$ cat config.mk
export PLATFORM = sky130hd
export DESIGN_NAME = hyp_ctrl_regfile
export DESIGN_NICKNAME = d
export VERILOG_FILES = /design/src/rtl/hcr_pkg.sv /design/src/rtl/hcr_access_gate.sv /design/src/rtl/hcr_field_store.sv /design/src/rtl/hcr_ctl_decode.sv /design/src/rtl/hyp_ctrl_regfile.sv
export SDC_FILE = /design/constraint.sdc
export NUM_CORES = 1
export LEC_CHECK = 0
export CELL_PAD_IN_SITES_DETAIL_PLACEMENT = 0
export CELL_PAD_IN_SITES_GLOBAL_PLACEMENT = 1
export CORE_ASPECT_RATIO = 0.8
export CORE_UTILIZATION = 19
export CTS_BUF_LIST = sky130_fd_sc_hd__clkbuf_4 sky130_fd_sc_hd__clkbuf_8
export CTS_CLUSTER_SIZE = 10
export DETAILED_ROUTE_END_ITERATION = 10
export GPL_TIMING_DRIVEN = 1
export HOLD_SLACK_MARGIN = 0.05
export MAX_ROUTING_LAYER = met4
export PLACE_DENSITY = 0.8
export SYNTH_ARGS = -nofsm -noshare
export SYNTH_HDL_FRONTEND = slang
export SYNTH_SLANG_ARGS = --single-unit
$ cat constraint.sdc
create_clock -name clk -period 1.3 [get_ports clk]
set_input_delay 0.195 -clock clk [delete_from_list [all_inputs] [get_ports clk]]
set_output_delay 0.195 -clock clk [all_outputs]
set_load 0.005 [all_outputs]
$ cat src/rtl/hcr_pkg.sv
package hcr_pkg;
  localparam int REG_W = 32;

  typedef enum logic [1:0] {
    LVL_USER   = 2'd0,
    LVL_KERNEL = 2'd1,
    LVL_HYP    = 2'd2,
    LVL_MON    = 2'd3
  } priv_t;

  localparam logic [REG_W-1:0] FIX_ONE_BASE  = 32'h30C5_0800;
  localparam logic [REG_W-1:0] FIX_ZERO_BASE = 32'h0D32_E640;
  localparam logic [REG_W-1:0] LIVE_RESET    = 32'h0000_0018;
  localparam int BARRIER_BIT = 5;
  localparam int ITDIS_BIT   = 7;
  localparam int TRAP_CODE   = 3;

  function automatic logic [REG_W-1:0] ones_mask(input bit has_barrier);
    logic [REG_W-1:0] m;
    m = FIX_ONE_BASE;
    if (!has_barrier) m[BARRIER_BIT] = 1'b1;
    return m;
  endfunction

  function automatic logic [REG_W-1:0] zeros_mask(input bit has_itdis);
    logic [REG_W-1:0] m;
    m = FIX_ZERO_BASE;
    if (!has_itdis) m[ITDIS_BIT] = 1'b1;
    return m;
  endfunction
endpackage

$ cat src/rtl/hcr_access_gate.sv
module hcr_access_gate
  import hcr_pkg::*;
#(
  parameter int SYN_W = 6
) (
  input  logic [1:0]       level,
  input  logic             nonsecure,
  input  logic             hyp_enabled,
  input  logic             trap_bit,
  input  logic             wr_en,
  input  logic             rd_en,
  output logic             undef,
  output logic             trap,
  output logic             wr_ok,
  output logic             rd_ok,
  output logic [SYN_W-1:0] syndrome
);
  logic  access;
  logic  deny, redirect;
  priv_t lvl;

  always_comb begin
    lvl      = priv_t'(level);
    access   = wr_en | rd_en;
    deny     = 1'b0;
    redirect = 1'b0;
    unique case (lvl)
      LVL_USER:   deny = 1'b1;
      LVL_KERNEL: begin
        redirect = hyp_enabled & trap_bit;
        deny     = ~redirect;
      end
      LVL_HYP:    deny = 1'b0;
      LVL_MON:    deny = ~nonsecure;
      default:    deny = 1'b1;
    endcase
    undef    = access & deny;
    trap     = access & redirect;
    wr_ok    = wr_en & ~deny & ~redirect;
    rd_ok    = rd_en & ~deny & ~redirect;
    syndrome = trap ? SYN_W'(TRAP_CODE) : '0;
  end
endmodule

$ cat src/rtl/hcr_field_store.sv
module hcr_field_store
  import hcr_pkg::*;
#(
  parameter logic [REG_W-1:0] FIX_ONES  = FIX_ONE_BASE,
  parameter logic [REG_W-1:0] FIX_ZEROS = FIX_ZERO_BASE
) (
  input  logic             clk,
  input  logic             rst_n,
  input  logic             wr_ok,
  input  logic [REG_W-1:0] wr_data,
  output logic [REG_W-1:0] q
);
  localparam logic [REG_W-1:0] LIVE  = ~(FIX_ONES | FIX_ZEROS);
  localparam logic [REG_W-1:0] RST_V = FIX_ONES | (LIVE_RESET & LIVE);

  logic [REG_W-1:0] shaped;
  assign shaped = (wr_data & LIVE) | FIX_ONES;

  for (genvar b = 0; b < REG_W; b++) begin : g_bit
    if (LIVE[b]) begin : g_live
      always_ff @(posedge clk) begin
        if (!rst_n)     q[b] <= RST_V[b];
        else if (wr_ok) q[b] <= shaped[b];
      end
    end else begin : g_fixed
      assign q[b] = shaped[b];
    end
  end
endmodule

$ cat src/rtl/hcr_ctl_decode.sv
module hcr_ctl_decode
  import hcr_pkg::*;
(
  input  logic [REG_W-1:0] q,
  input  logic             rd_ok,
  output logic [REG_W-1:0] rd_data,
  output logic             mmu_en,
  output logic             align_chk,
  output logic             dcache_en,
  output logic             icache_en,
  output logic             big_endian
);
  assign rd_data    = rd_ok ? q : '0;
  assign mmu_en     = q[0];
  assign align_chk  = q[1];
  assign dcache_en  = q[2];
  assign icache_en  = q[12];
  assign big_endian = q[25];
endmodule

$ cat src/rtl/hyp_ctrl_regfile.sv
module hyp_ctrl_regfile
  import hcr_pkg::*;
#(
  parameter bit HAS_BARRIER_EN = 1'b1,
  parameter bit HAS_IT_DISABLE = 1'b1,
  parameter int SYN_W          = 6
) (
  input  logic             clk,
  input  logic             rst_n,
  input  logic [1:0]       level,
  input  logic             nonsecure,
  input  logic             hyp_enabled,
  input  logic             trap_bit,
  input  logic             wr_en,
  input  logic             rd_en,
  input  logic [31:0]      wr_data,
  output logic [31:0]      rd_data,
  output logic             undef_o,
  output logic             trap_o,
  output logic [SYN_W-1:0] syndrome_o,
  output logic             mmu_en,
  output logic             align_chk,
  output logic             dcache_en,
  output logic             icache_en,
  output logic             big_endian
);
  localparam logic [REG_W-1:0] ONES  = ones_mask(HAS_BARRIER_EN);
  localparam logic [REG_W-1:0] ZEROS = zeros_mask(HAS_IT_DISABLE);

  logic             wr_ok, rd_ok;
  logic [REG_W-1:0] word_q;

  hcr_access_gate #(.SYN_W(SYN_W)) u_gate (
    .level       (level),
    .nonsecure   (nonsecure),
    .hyp_enabled (hyp_enabled),
    .trap_bit    (trap_bit),
    .wr_en       (wr_en),
    .rd_en       (rd_en),
    .undef       (undef_o),
    .trap        (trap_o),
    .wr_ok       (wr_ok),
    .rd_ok       (rd_ok),
    .syndrome    (syndrome_o)
  );

  hcr_field_store #(.FIX_ONES(ONES), .FIX_ZEROS(ZEROS)) u_store (
    .clk     (clk),
    .rst_n   (rst_n),
    .wr_ok   (wr_ok),
    .wr_data (wr_data),
    .q       (word_q)
  );

  hcr_ctl_decode u_dec (
    .q          (word_q),
    .rd_ok      (rd_ok),
    .rd_data    (rd_data),
    .mmu_en     (mmu_en),
    .align_chk  (align_chk),
    .dcache_en  (dcache_en),
    .icache_en  (icache_en),
    .big_endian (big_endian)
  );
endmodule

Yosys cells after proc, flatten, opt, wreduce, memory -nomap -nowiden

Cells that the tools add are included.

Input port bits: 41
Bits in registers: 13
Logic and storage cells: 33

Bitwise logic cells: 12
Eq/ne operators: 3
Multiplexer cells: 4
Reduce and logical (&&, ||, !) cells: 1

Operators by type and width:

| kind               | number |
|---|---|
| $mux 32            | 1 |
| $and 1x1->1        | 7 |
| $eq 2x2->1 const B | 2 |
| $not 1->1          | 4 |
| $pmux 1 s4         | 1 |
| $eq 2x1->1 const B | 1 |
| $logic_not 2->1    | 1 |
| $mux 2             | 1 |
| $mux 1             | 1 |
| $or 1x1->1         | 1 |

Depth between registers and ports, before layout

Gate-level depths: netlist of the first run.

Word-level depth: 7
Gate-level depth with buffers: 5
Gate-level depth less buffers: 3

Cells and area by module

A second synthesis of the first run with hierarchy kept.

Cell total of the unflattened synthesis: 117
Area, all modules: 1,054.8 um2

Modules (own cells, without submodules):

| module          | cells each | area each (um2) | sequential area each (um2) | instances |
|---|---|---|---|---|
| hcr_field_store | 63         | 651.9           | 260.2                      | 1 |
| hcr_ctl_decode  | 40         | 292.8           | 0.0                        | 1 |
| hcr_access_gate | 14         | 110.1           | 0.0                        | 1 |

Worst setup path before layout of the first run

Ideal clock, no wire load.

Path kind: in2out
Start: input port nonsecure
End: output port rd_data[0]
Required time: 1.105 ns
Data arrival time: 0.888 ns
Path buffers: 1
Slack: 0.217 ns
Cell stages on the path: 4
Cells stage by stage: nand2b_4 and3_2 buf_2 and2_1

Longest elaborated chain between the ends: 6

RTL lines:

| what                      | RTL line               | source |
|---|---|---|
| start, declared           | hyp_ctrl_regfile.sv:11 | `input logic nonsecure,` |
| $not 1->1                 | hcr_access_gate.sv:34  | `LVL_MON: deny = ~nonsecure;` |
| $pmux 1 s4                | hcr_access_gate.sv:27  | `unique case (lvl)` |
| $not 1->1                 | hcr_access_gate.sv:40  | `rd_ok = rd_en & ~deny & ~redirect;` |
| $and 1x1->1 (2 in series) | hcr_access_gate.sv:40  |  |
| named net rd_ok           | hyp_ctrl_regfile.sv:30 | `logic wr_ok, rd_ok;` |
| $mux 32                   | hcr_ctl_decode.sv:13   | `assign rd_data = rd_ok ? q : '0;` |
| end, declared             | hyp_ctrl_regfile.sv:17 | `output logic [31:0] rd_data,` |

The timed path passes the listed nets, and every way through them passes these cells.

Worst setup path in the final report of the first run

Start: register u_store.q[25]
End: output port big_endian

RTL lines:

| what                            | RTL line               | source |
|---|---|---|
| start, declared                 | hcr_field_store.sv:11  | `output logic [REG_W-1:0] q` |
| start signal, assigned by index | hcr_field_store.sv:22  | `if (!rst_n) q[b] <= RST_V[b];` |
| start signal, assigned by index | hcr_field_store.sv:23  | `else if (wr_ok) q[b] <= shaped[b];` |
| end, declared                   | hyp_ctrl_regfile.sv:25 | `output logic big_endian` |

No word-level cell between the ends.

==> out/metrics.sh, run 1 <==
TRITONCTS='done'
FRACTION_OF_THE_CYCLE_THE_FINAL_WORST_PATH_NEEDS=0.978
CTS_INSERTED_BUFFERS=3
CRITICAL_PATH_CLASS='flop to primary output'
WORSTHOLDPATHTYPE='flop to flop'
ANT_NETS=0
CRIT_PATH_CELL_TRACE='clkdlybuf4s50_1'
YS_WARNINGS=0
PLACEMENT.CELL_AREA_MM2=0.00134
DRT_PRE_ANTENNA_ITERS=2
PLACE_HPWL_UM=1450
LEAKAGE_nW=0.718
END_KIND='primary output'
MOST-COMMON-LAYOUT-CELLS='sky130_fd_sc_hd__nand2_1 (22), sky130_fd_sc_hd__clkdlybuf4s50_1 (17), sky130_fd_sc_hd__conb_1 (16)'
INITIALDRTVIOLATIONCOUNT=14
YOSYS.AREA.TOP_TYPE_SHARE=0.302
DESIGN.PORTCOUNT=86
FINAL.HOLD.WORST_SLACK_PS=457
GRT_ANTENNA_BEFORE_REPAIR=0
HOLD_VIO_CNT_FINAL=0
COREAREA_MM2=0.00426
DRIVE_ABOVE_1_SHARE=0.353
POWER.DENSITY_mW_PER_MM2=731
POSTLAYOUTCELLAREA_MM2=0.00149
LARGEST_REGISTER_FF_COUNT=13
CLOCKBUFFERDEPTH=2
PORT_BUFFERS=50
FINALWORSTSETUPSLACK_PS=28.2
DIE_WIDTH_UM=77.3
SYNTH_TOP_AREA_CELLS='sky130_fd_sc_hd__dfxtp_1 (30%), sky130_fd_sc_hd__buf_4 (22%), sky130_fd_sc_hd__mux2i_1 (13%)'
VIAS_PER_CELL=3.67
REPORT.POWER.TOTAL_W=0.00109
AVGROUTEDWIREPERCELL_UM=10.2
FINALSETUPVIOLATIONS=0
PATH_DELAY_FAMILY='buffers and inverters'
DESIGN.DIE.AREA_MM2=0.00481
CRIT_FANOUT=3
CTS.SINKS=13
CLK_PIN_SLEW_WORST_PATHS_PS=60
TIMING.SETUP.TNS_PS=0
CRIT_PATH_MAX_INCR_DELAY_PS=500
REQUIRED_PS=1110
INITIAL_UTILIZATION=0.203
FIN_SKEW_PS=0
CLOCK-ROOT-BUFFER='sky130_fd_sc_hd__clkbuf_8'
CTS_MAX_LEVEL=1
DIE_H_UM=62.2
DRV_CAP=0
DRT_WL_TOTAL_UM=2140
POSTSYNTHCELLCOUNT=105
YOSYS.AREA.TOP_TYPE='sky130_fd_sc_hd__dfxtp_1'
WIRE_LENGTH_OF_THE_FIRST_GLOBAL_ROUTING_PASS_UM=3540
CTS-HOLD-FIX-BUFFERS=0
MAXCLOCKFREQUENCY_GHz=0.786
GRT_MAX_DEGREE=25
WORSTSKEWPAIRLATENCY_PS=240
REGISTERS.TOP_BY_FF_COUNT='u_store.q'
RUN_STATUS='finished clean'
WORST_SETUP_SLACK_POST_DPL_PS=-651
GRT_PASS1_VIAS=761
IR_WORST_VDD_V=0.000335
YS_SEQ_AREA_FRAC=0.302
SHORTEST_CLOCK_PERIOD_THE_WORST_PATH_ALLOWS_AFTER_LAYOUT_PS=1270
SYN_AREA_UM2=862
SYNTH-SEQ-CELLS=13
BIGGESTREGSBYFLOPS='u_store.q (13)'
ROUTED-VIA-COUNT=771
MEAN_AREA_PER_SYNTHESIZED_CELL_UM2=8.21
POST_SYNTH_NUM_CELL_TYPES=20
OVERFLOW=0
GP_CONGESTION=0.739
AREA_GROWTH_PCT=72.6
GLOBALROUTETOTALUTIL=0.0977
CRIT_BUF_INV=1
TIMING.CRITICAL_PATH.SLOWEST_STAGE_CELL='sky130_fd_sc_hd__clkdlybuf4s50_1'
DETAIL_ROUTE.DRC_VIOLATIONS=0
SLEW_VIOLATIONS=0
LAYOUT.CELLS.MOST_COMMON='sky130_fd_sc_hd__nand2_1'
DATA_ARRIVAL_TIME_AT_THE_WORST_SLACK_ENDPOINT_PS=1080
ROW_COUNT=21
ANTENNA-DIODE-COUNT=0
CP-START-KIND='flop'
NETS=195
==> cell usage after synthesis (all sizes together) <==
library cell   n
nand4          2
nand2b         1
nand3          1
inv            2
dfxtp         13
nor2           3
clkbuf         2
nand2         22
buf           28
nor3           1
conb           1
and3           2
a22o           1
and2          13
o211ai         2
mux2i         11
==> layout make-up <==
cell class / instances / area, um^2
Timing Repair Buffer: 59 / 626
Clock buffer: 4 / 48.8
Tap cell: 57 / 71.3
Multi-Input combinational cell: 75 / 469
Inverter: 2 / 7.51
Sequential cell: 13 / 265
Fill cell: 446 / 2770
==> metrics by stage <==
stage	utilization	cells
global route	0.350	210
global placement	0.315	203
floorplan	-	120
CTS	0.354	212
finish	0.350	210
detailed placement	0.315	203
==> layer usage <==
metal,GRT usage,routed length [um],vias up
met5,-,0,-
met4,0.0283,21,0
met3,0.0338,133,2
met2,0.162,1040,37
met1,0.111,938,343
li1,-,-,389
==> logic make-up after synthesis <==
family	after synthesis	synth area share
mux	11	0.128
buf+inv	32	0.277
other cells	1	0.00435
compound gates	3	0.0276
flops	13	0.302
simple gates	45	0.261
==> worst paths after layout <==
kind	from	end	slack, ps	cells after the start
setup / recovery	u_store.q[25]	big_endian	30	1
hold / removal	u_store.q[8]	u_store.q[8]	460	2
setup reg to reg	u_store.q[25]	u_store.q[25]	710	2
hold reg to reg	u_store.q[8]	u_store.q[8]	460	2
==> report_power, final <==
group	internal, W	switching (W)	total, W
sequential	0.000420	0.0000111	0.000431
clock	0.000237	0.000143	0.000380
combinational	0.000173	0.000102	0.000276
total	0.000830	0.000256	0.00109
==> repair_timing <==
action                     4_1_cts  5_1_grt
gates resized for setup        126       13
setup endpoints to repair       26       21
setup buffers                    2        0
pin swaps                       15        2
cloned                           3        0
Note: power is estimated with default switching activity, not from simulation.
==> inputs of run 2 (changes only) <==
ABC_AREA = 1   (was default)
CORE_UTILIZATION = 20   (was 19)
SKIP_LAST_GASP = 1   (was default)
==> out/metrics.sh, run 2 <==
REQUIRED_PS=1110  # about the same
BIGGESTREGSBYFLOPS='u_store.q (13)'
DOMINANTREGCELLSYNTH='sky130_fd_sc_hd__dfxtp_1'
YOSYS.AREA.TOP_TYPE_SHARE=0.274  # -0.0282
VIAS_PER_CELL=3.42  # -6.9%
SYNTH-EDFF-COUNT=0  # unchanged
DRIVE_ABOVE_1_SHARE=0.362  # +0.00876
CRIT_PATH_CELL_TRACE='clkdlybuf4s50_1 -> nor2_2 -> nor3b_2 -> buf_2'
CRITICAL_PATH_CLASS='input port to primary output'
TIMING.CRITICAL_PATH.SLOWEST_STAGE_CELL='sky130_fd_sc_hd__clkdlybuf4s50_1'
END_KIND='primary output'
YS_WARNINGS=0  # unchanged
IR_WORST_VDD_V=0.000379  # +13%
DRT_WL_TOTAL_UM=2240  # +5.1%
DESIGN.DIE.AREA_MM2=0.00504  # +4.7%
WORSTSKEWPAIRLATENCY_PS=240  # about the same
AVGROUTEDWIREPERCELL_UM=9.04  # -11%
GP_CONGESTION=0.707  # -4.3%
FINAL_CELL_COUNT_NO_FILL=248  # +18%
CLOCKBUFFERDEPTH=2  # unchanged
CLOCK-ROOT-BUFFER='sky130_fd_sc_hd__clkbuf_8'
DRT_PRE_ANTENNA_ITERS=4  # +2
WIRE_LENGTH_OF_THE_FIRST_GLOBAL_ROUTING_PASS_UM=3640  # +2.7%
CRIT_PATH_MAX_INCR_DELAY_PS=490  # about the same
NETS=230  # +18%
POSTSYNTHCELLCOUNT=130  # +24%
ANT_NETS=0  # unchanged
PLACEMENT.CELL_AREA_MM2=0.00146  # +9.0%
FINALSETUPVIOLATIONS=0  # unchanged
PLACED_CELLS=236  # +16%
HOLDPATHSTAGES=2  # unchanged
LEAKAGE_nW=0.816  # +14%
MAXCLOCKFREQUENCY_GHz=0.793  # +0.90%
MOST-COMMON-LAYOUT-CELLS='sky130_fd_sc_hd__nor2_1 (24), sky130_fd_sc_hd__nand2_1 (24), sky130_fd_sc_hd__clkdlybuf4s50_1 (19)'
DESIGN.PORTCOUNT=86  # unchanged
SYNTH_COMMONEST_CELLS='sky130_fd_sc_hd__nor2_1 (29), sky130_fd_sc_hd__buf_4 (25), sky130_fd_sc_hd__nand2_1 (24)'
WORST-R2R-CELL-COUNT=4  # +2
HOLD_VIO_CNT_FINAL=0  # unchanged
DETAIL_ROUTE.DRC_VIOLATIONS=0  # unchanged
PORT_BUFFERS=50  # unchanged
LARGEST_REGISTER_FF_COUNT=13  # unchanged
SHORTEST_CLOCK_PERIOD_THE_WORST_PATH_ALLOWS_AFTER_LAYOUT_PS=1260  # -11.3 ps
INITIALDRTVIOLATIONCOUNT=19  # +5
YOSYS.AREA.TOP_TYPE='sky130_fd_sc_hd__dfxtp_1'
SYN_AREA_UM2=951  # +10%
CTS_INSERTED_BUFFERS=3  # unchanged
AREA_GROWTH_PCT=64.9
FIN_SKEW_PS=0  # unchanged
SYNTHMOSTINSTANTIATEDCELL='sky130_fd_sc_hd__nor2_1'
OVERFLOW=0  # unchanged
MEAN_AREA_PER_SYNTHESIZED_CELL_UM2=7.31  # -11%
DIE_WIDTH_UM=79.1  # +2.3%
POSTLAYOUTCELLAREA_MM2=0.00157  # +5.4%
GRT_PASS1_VIAS=791  # +3.9%
CTS_MAX_LEVEL=1  # unchanged
POST_SYNTH_NUM_CELL_TYPES=17  # -15%
CRIT_FANOUT=2  # -1
WORST_SETUP_SLACK_POST_DPL_PS=-703  # -52.4 ps
SYNTH-SEQ-CELLS=13  # unchanged
ANTENNA-DIODE-COUNT=0  # unchanged
INITIAL_UTILIZATION=0.208  # +0.00558
REGISTERS.TOP_BY_FF_COUNT='u_store.q'
REPORT.POWER.TOTAL_W=0.00117  # +7.5%
ASYNC_RESET_FF_FRAC=0  # unchanged
POWER.DENSITY_mW_PER_MM2=745  # +2.0%
TRITONCTS='done'
DIE_H_UM=63.7  # +2.3%
SLEW_VIOLATIONS=0  # unchanged
FINALWORSTSETUPSLACK_PS=39.5  # +11.3 ps
DRV_CAP=0  # unchanged
COREAREA_MM2=0.00457  # +7.3%
CP-START-KIND='input port'
ROW_COUNT=22  # +4.8%
CTS-HOLD-FIX-BUFFERS=0  # unchanged
FINAL.HOLD.WORST_SLACK_PS=472  # +15.0 ps
YS_SEQ_AREA_FRAC=0.274  # -0.0282
RUN_STATUS='finished clean'
ROUTED-VIA-COUNT=848  # +10%
WORSTHOLDPATHTYPE='flop to flop'
CLK_PIN_SLEW_WORST_PATHS_PS=60  # about the same
FRACTION_OF_THE_CYCLE_THE_FINAL_WORST_PATH_NEEDS=0.970  # -0.00873
DATA_ARRIVAL_TIME_AT_THE_WORST_SLACK_ENDPOINT_PS=1070  # about the same
GRT_ANTENNA_BEFORE_REPAIR=0  # unchanged
CTS.SINKS=13  # unchanged
GLOBALROUTETOTALUTIL=0.0953  # -0.00237
SYNTH_TOP_AREA_CELLS='sky130_fd_sc_hd__dfxtp_1 (27%), sky130_fd_sc_hd__buf_4 (20%), sky130_fd_sc_hd__nor2_4 (12%)'
PLACE_HPWL_UM=1720  # +19%
UNREPAIRED_SETUP_ENDPOINTS_AFTER_GLOBAL_ROUTING='yes'
GRT_MAX_DEGREE=25  # unchanged
-- run 2: cell count changes after synthesis, moves of 3 or more --
| cell | delta |
|---|---|
| sky130_fd_sc_hd__nor2_1 | +26 |
| sky130_fd_sc_hd__and2_1 | -13 |
| sky130_fd_sc_hd__inv_1 | +11 |
| sky130_fd_sc_hd__mux2i_1 | -11 |
| sky130_fd_sc_hd__nor2_4 | +10 |
| sky130_fd_sc_hd__inv_2 | +3 |
-- run 2: logic make-up after synthesis --
family          after synthesis  share of synthesized area
flops                        13                      0.274
simple gates                 70                      0.391
buf+inv                      45                      0.309
compound gates                1                     0.0224
other cells                   1                    0.00394
-- run 2: final timing paths --
kind,endpoint,slack (ps),from
max,undef_o,40,wr_en
min,u_store.q[4],470,u_store.q[4]
max reg2reg,u_store.q[1],620,u_store.q[1]
min reg2reg,u_store.q[4],470,u_store.q[4]
-- run 2: final cells by class --
class	instances	area [um^2]
multi-input cells	87	494
repair buffers	68	618
flip-flops and latches	13	264
well taps	60	75.1
clock buffers	4	48.8
fillers	523	3000
inverters	16	67.6
-- run 2: layer usage --
metal / track usage / part of all wire
met5: - / 0
met4: 0.00682 / 0
met3: 0.0391 / 0.078
met2: 0.156 / 0.48
met1: 0.114 / 0.44
-- run 2: critical path: cells and delay by family --
kind | cells | cell delay [ps]
buffers and inverters | 2 | 630
AND/OR/NAND/NOR | 2 | 240
-- run 2: per-stage QoR --
step	setup TNS [ps]	util
finish	0	0.343
detailed placement	-18730	0.320
floorplan	0	-
global route	-18.7	0.343
CTS	0	0.341
global placement	-17960	0.320
-- run 2: where the power goes --
part | switching [W] | leakage (nW) | internal, W
registers | 0.00000933 | 0.108 | 0.000426
logic | 0.000160 | 0.681 | 0.000187
clock network | 0.000148 | 0.0262 | 0.000237
total | 0.000317 | 0.816 | 0.000851
-- run 2: what timing repair did --
action                     CTS  global route
resized for setup          108            13
buffers inserted             8             0
pin swaps                    3             3
setup endpoints to repair   24            23
==> inputs of run 3 (changes only) <==
ABC_AREA = default   (was 1)
CORE_UTILIZATION = 19   (was 20)
==> out/metrics.sh, run 3 (same netlist as run 1, synthesis figures left out) <==
RUN_STATUS='finished clean'
PORT_BUFFERS=50  # unchanged
DRV_CAP=0  # unchanged
REGISTERS.TOP_BY_FF_COUNT='u_store.q'
ROUTED-VIA-COUNT=777  # -8.4%
GLOBALROUTETOTALUTIL=0.0974  # +0.00205
ANTENNA-DIODE-COUNT=0  # unchanged
AVGROUTEDWIREPERCELL_UM=10.2  # +12%
SHORTEST_CLOCK_PERIOD_THE_WORST_PATH_ALLOWS_AFTER_LAYOUT_PS=1270  # +11.4 ps
HOLDPATHSTAGES=2  # unchanged
DETAIL_ROUTE.DRC_VIOLATIONS=0  # unchanged
CLK_PIN_SLEW_WORST_PATHS_PS=50  # about the same
DIE_H_UM=62.2  # -2.2%
VIAS_PER_CELL=3.70  # +8.2%
CRIT_BUF_INV=1  # -1
END_KIND='primary output'
AREA_GROWTH_PCT=70.2
FIN_SKEW_PS=0  # unchanged
ROW_COUNT=21  # -4.5%
COREAREA_MM2=0.00426  # -6.8%
FINALSETUPVIOLATIONS=0  # unchanged
DRT_WL_TOTAL_UM=2130  # -4.9%
CRIT_FANOUT=3  # +1
CP-START-KIND='flop'
OVERFLOW=0  # unchanged
CRITICAL_PATH_CLASS='flop to primary output'
REQUIRED_PS=1110  # about the same
CLOCK-ROOT-BUFFER='sky130_fd_sc_hd__clkbuf_8'
GRT_MAX_DEGREE=25  # unchanged
TIMING.CRITICAL_PATH.SLOWEST_STAGE_CELL='sky130_fd_sc_hd__clkdlybuf4s50_1'
FINAL_UTIL=0.345  # +0.00170
MAXCLOCKFREQUENCY_GHz=0.786  # -0.89%
DRT_PRE_ANTENNA_ITERS=3  # -1
POWER.DENSITY_mW_PER_MM2=739  # -0.86%
WORSTSKEWPAIRLATENCY_PS=240  # about the same
FINALWORSTSETUPSLACK_PS=28.2  # -11.4 ps
BIGGESTREGSBYFLOPS='u_store.q (13)'
IR_WORST_VDD_V=0.000335  # -12%
DRIVE_ABOVE_1_SHARE=0.353  # -0.00876
CLOCKBUFFERDEPTH=2  # unchanged
TIMING.CRITICAL_PATH.FROM='u_store.q[25]'
LEAKAGE_nW=0.717  # -12%
WORST-R2R-CELL-COUNT=2  # -2
TIMING.CRITICAL_PATH.DEPTH=1  # -3
GRT_ANTENNA_BEFORE_REPAIR=0  # unchanged
DATA_ARRIVAL_TIME_AT_THE_WORST_SLACK_ENDPOINT_PS=1080  # about the same
PATH_DELAY_FAMILY='buffers and inverters'
WORST_SETUP_SLACK_POST_DPL_PS=-651  # +52.4 ps
DIE_WIDTH_UM=77.3  # -2.3%
RR_STARTPOINT='u_store.q[25]'
CRIT_PATH_CELL_TRACE='clkdlybuf4s50_1'
FILLERS=449  # -14%
LAYOUT.CELLS.MOST_COMMON='sky130_fd_sc_hd__nand2_1'
REG2REG_SETUP_SLACK_PS=710  # +90 ps
ANT_NETS=0  # unchanged
CTS.SINKS=13  # unchanged
FRACTION_OF_THE_CYCLE_THE_FINAL_WORST_PATH_NEEDS=0.978  # +0.00875
DESIGN.PORTCOUNT=86  # unchanged
TRITONCTS='done'
NETS=195  # -15%
INITIAL_UTILIZATION=0.203  # -0.00558
GRT_PASS1_VIAS=761  # -3.8%
HOLDCRITSTARTPOINT='u_store.q[8]'
SLEW_VIOLATIONS=0  # unchanged
HOLD_VIO_CNT_FINAL=0  # unchanged
WIRE_LENGTH_OF_THE_FIRST_GLOBAL_ROUTING_PASS_UM=3530  # -3.1%
CTS_MAX_LEVEL=1  # unchanged
CTS_INSERTED_BUFFERS=3  # unchanged
WORSTHOLDPATHTYPE='flop to flop'
MOST-COMMON-LAYOUT-CELLS='sky130_fd_sc_hd__nand2_1 (22), sky130_fd_sc_hd__clkdlybuf4s50_1 (17), sky130_fd_sc_hd__conb_1 (16)'
PLACE_HPWL_UM=1450  # -16%
GP_CONGESTION=0.739  # +4.5%
CTS-HOLD-FIX-BUFFERS=0  # unchanged
CRIT_PATH_MAX_INCR_DELAY_PS=500  # about the same
DESIGN.DIE.AREA_MM2=0.00481  # -4.4%
LARGEST_REGISTER_FF_COUNT=13  # unchanged
INITIALDRTVIOLATIONCOUNT=14  # -5
==> run 3: timing repair <==
action / in CTS / in global routing
setup endpoints to repair: 26 / 23
pin swaps: 14 / 2
gates resized for setup: 124 / 9
setup buffers: 2 / 0
cloned: 3 / 0
==> run 3: path summary, 6_finish.rpt <==
kind	end
max	big_endian
max reg2reg	u_store.q[25]
min	u_store.q[8]
min reg2reg	u_store.q[8]
==> run 3: power breakdown <==
part	internal, W	leakage (nW)	total (W)	switching (W)
registers	0.000420	0.108	0.000431	0.0000111
clock network	0.000237	0.0262	0.000380	0.000143
logic	0.000171	0.583	0.000273	0.000102
total	0.000828	0.717	0.00108	0.000256
==> run 3: area by class of cell <==
class	count	area (um^2)	area share
Timing Repair Buffer	59	606	0.413
Clock buffer	4	48.8	0.0332
Multi-Input combinational cell	75	469	0.320
Inverter	2	7.51	0.00512
Tap cell	57	71.3	0.0486
Sequential cell	13	265	0.181
==> run 3: metal layers <==
metal,wire [um],global-route usage,vias up
li1,-,-,391
met1,929,0.110,347
met2,1040,0.162,37
met3,144,0.0338,2
met4,21,0.0283,0
met5,0,-,-
==> run 3: through the flow <==
stage	hold WS [ps]	total power (W)	std cells	instance area (um^2)	setup TNS (ps)
after floorplan	337	0.000581	120	918	0
after global placement	442	0.000688	203	1340	-16510
after detailed placement	448	0.000690	203	1340	-16980
after CTS	462	0.00113	212	1500	-106
after global routing	482	0.00115	210	1470	-4.40
final	457	0.00108	210	1470	0
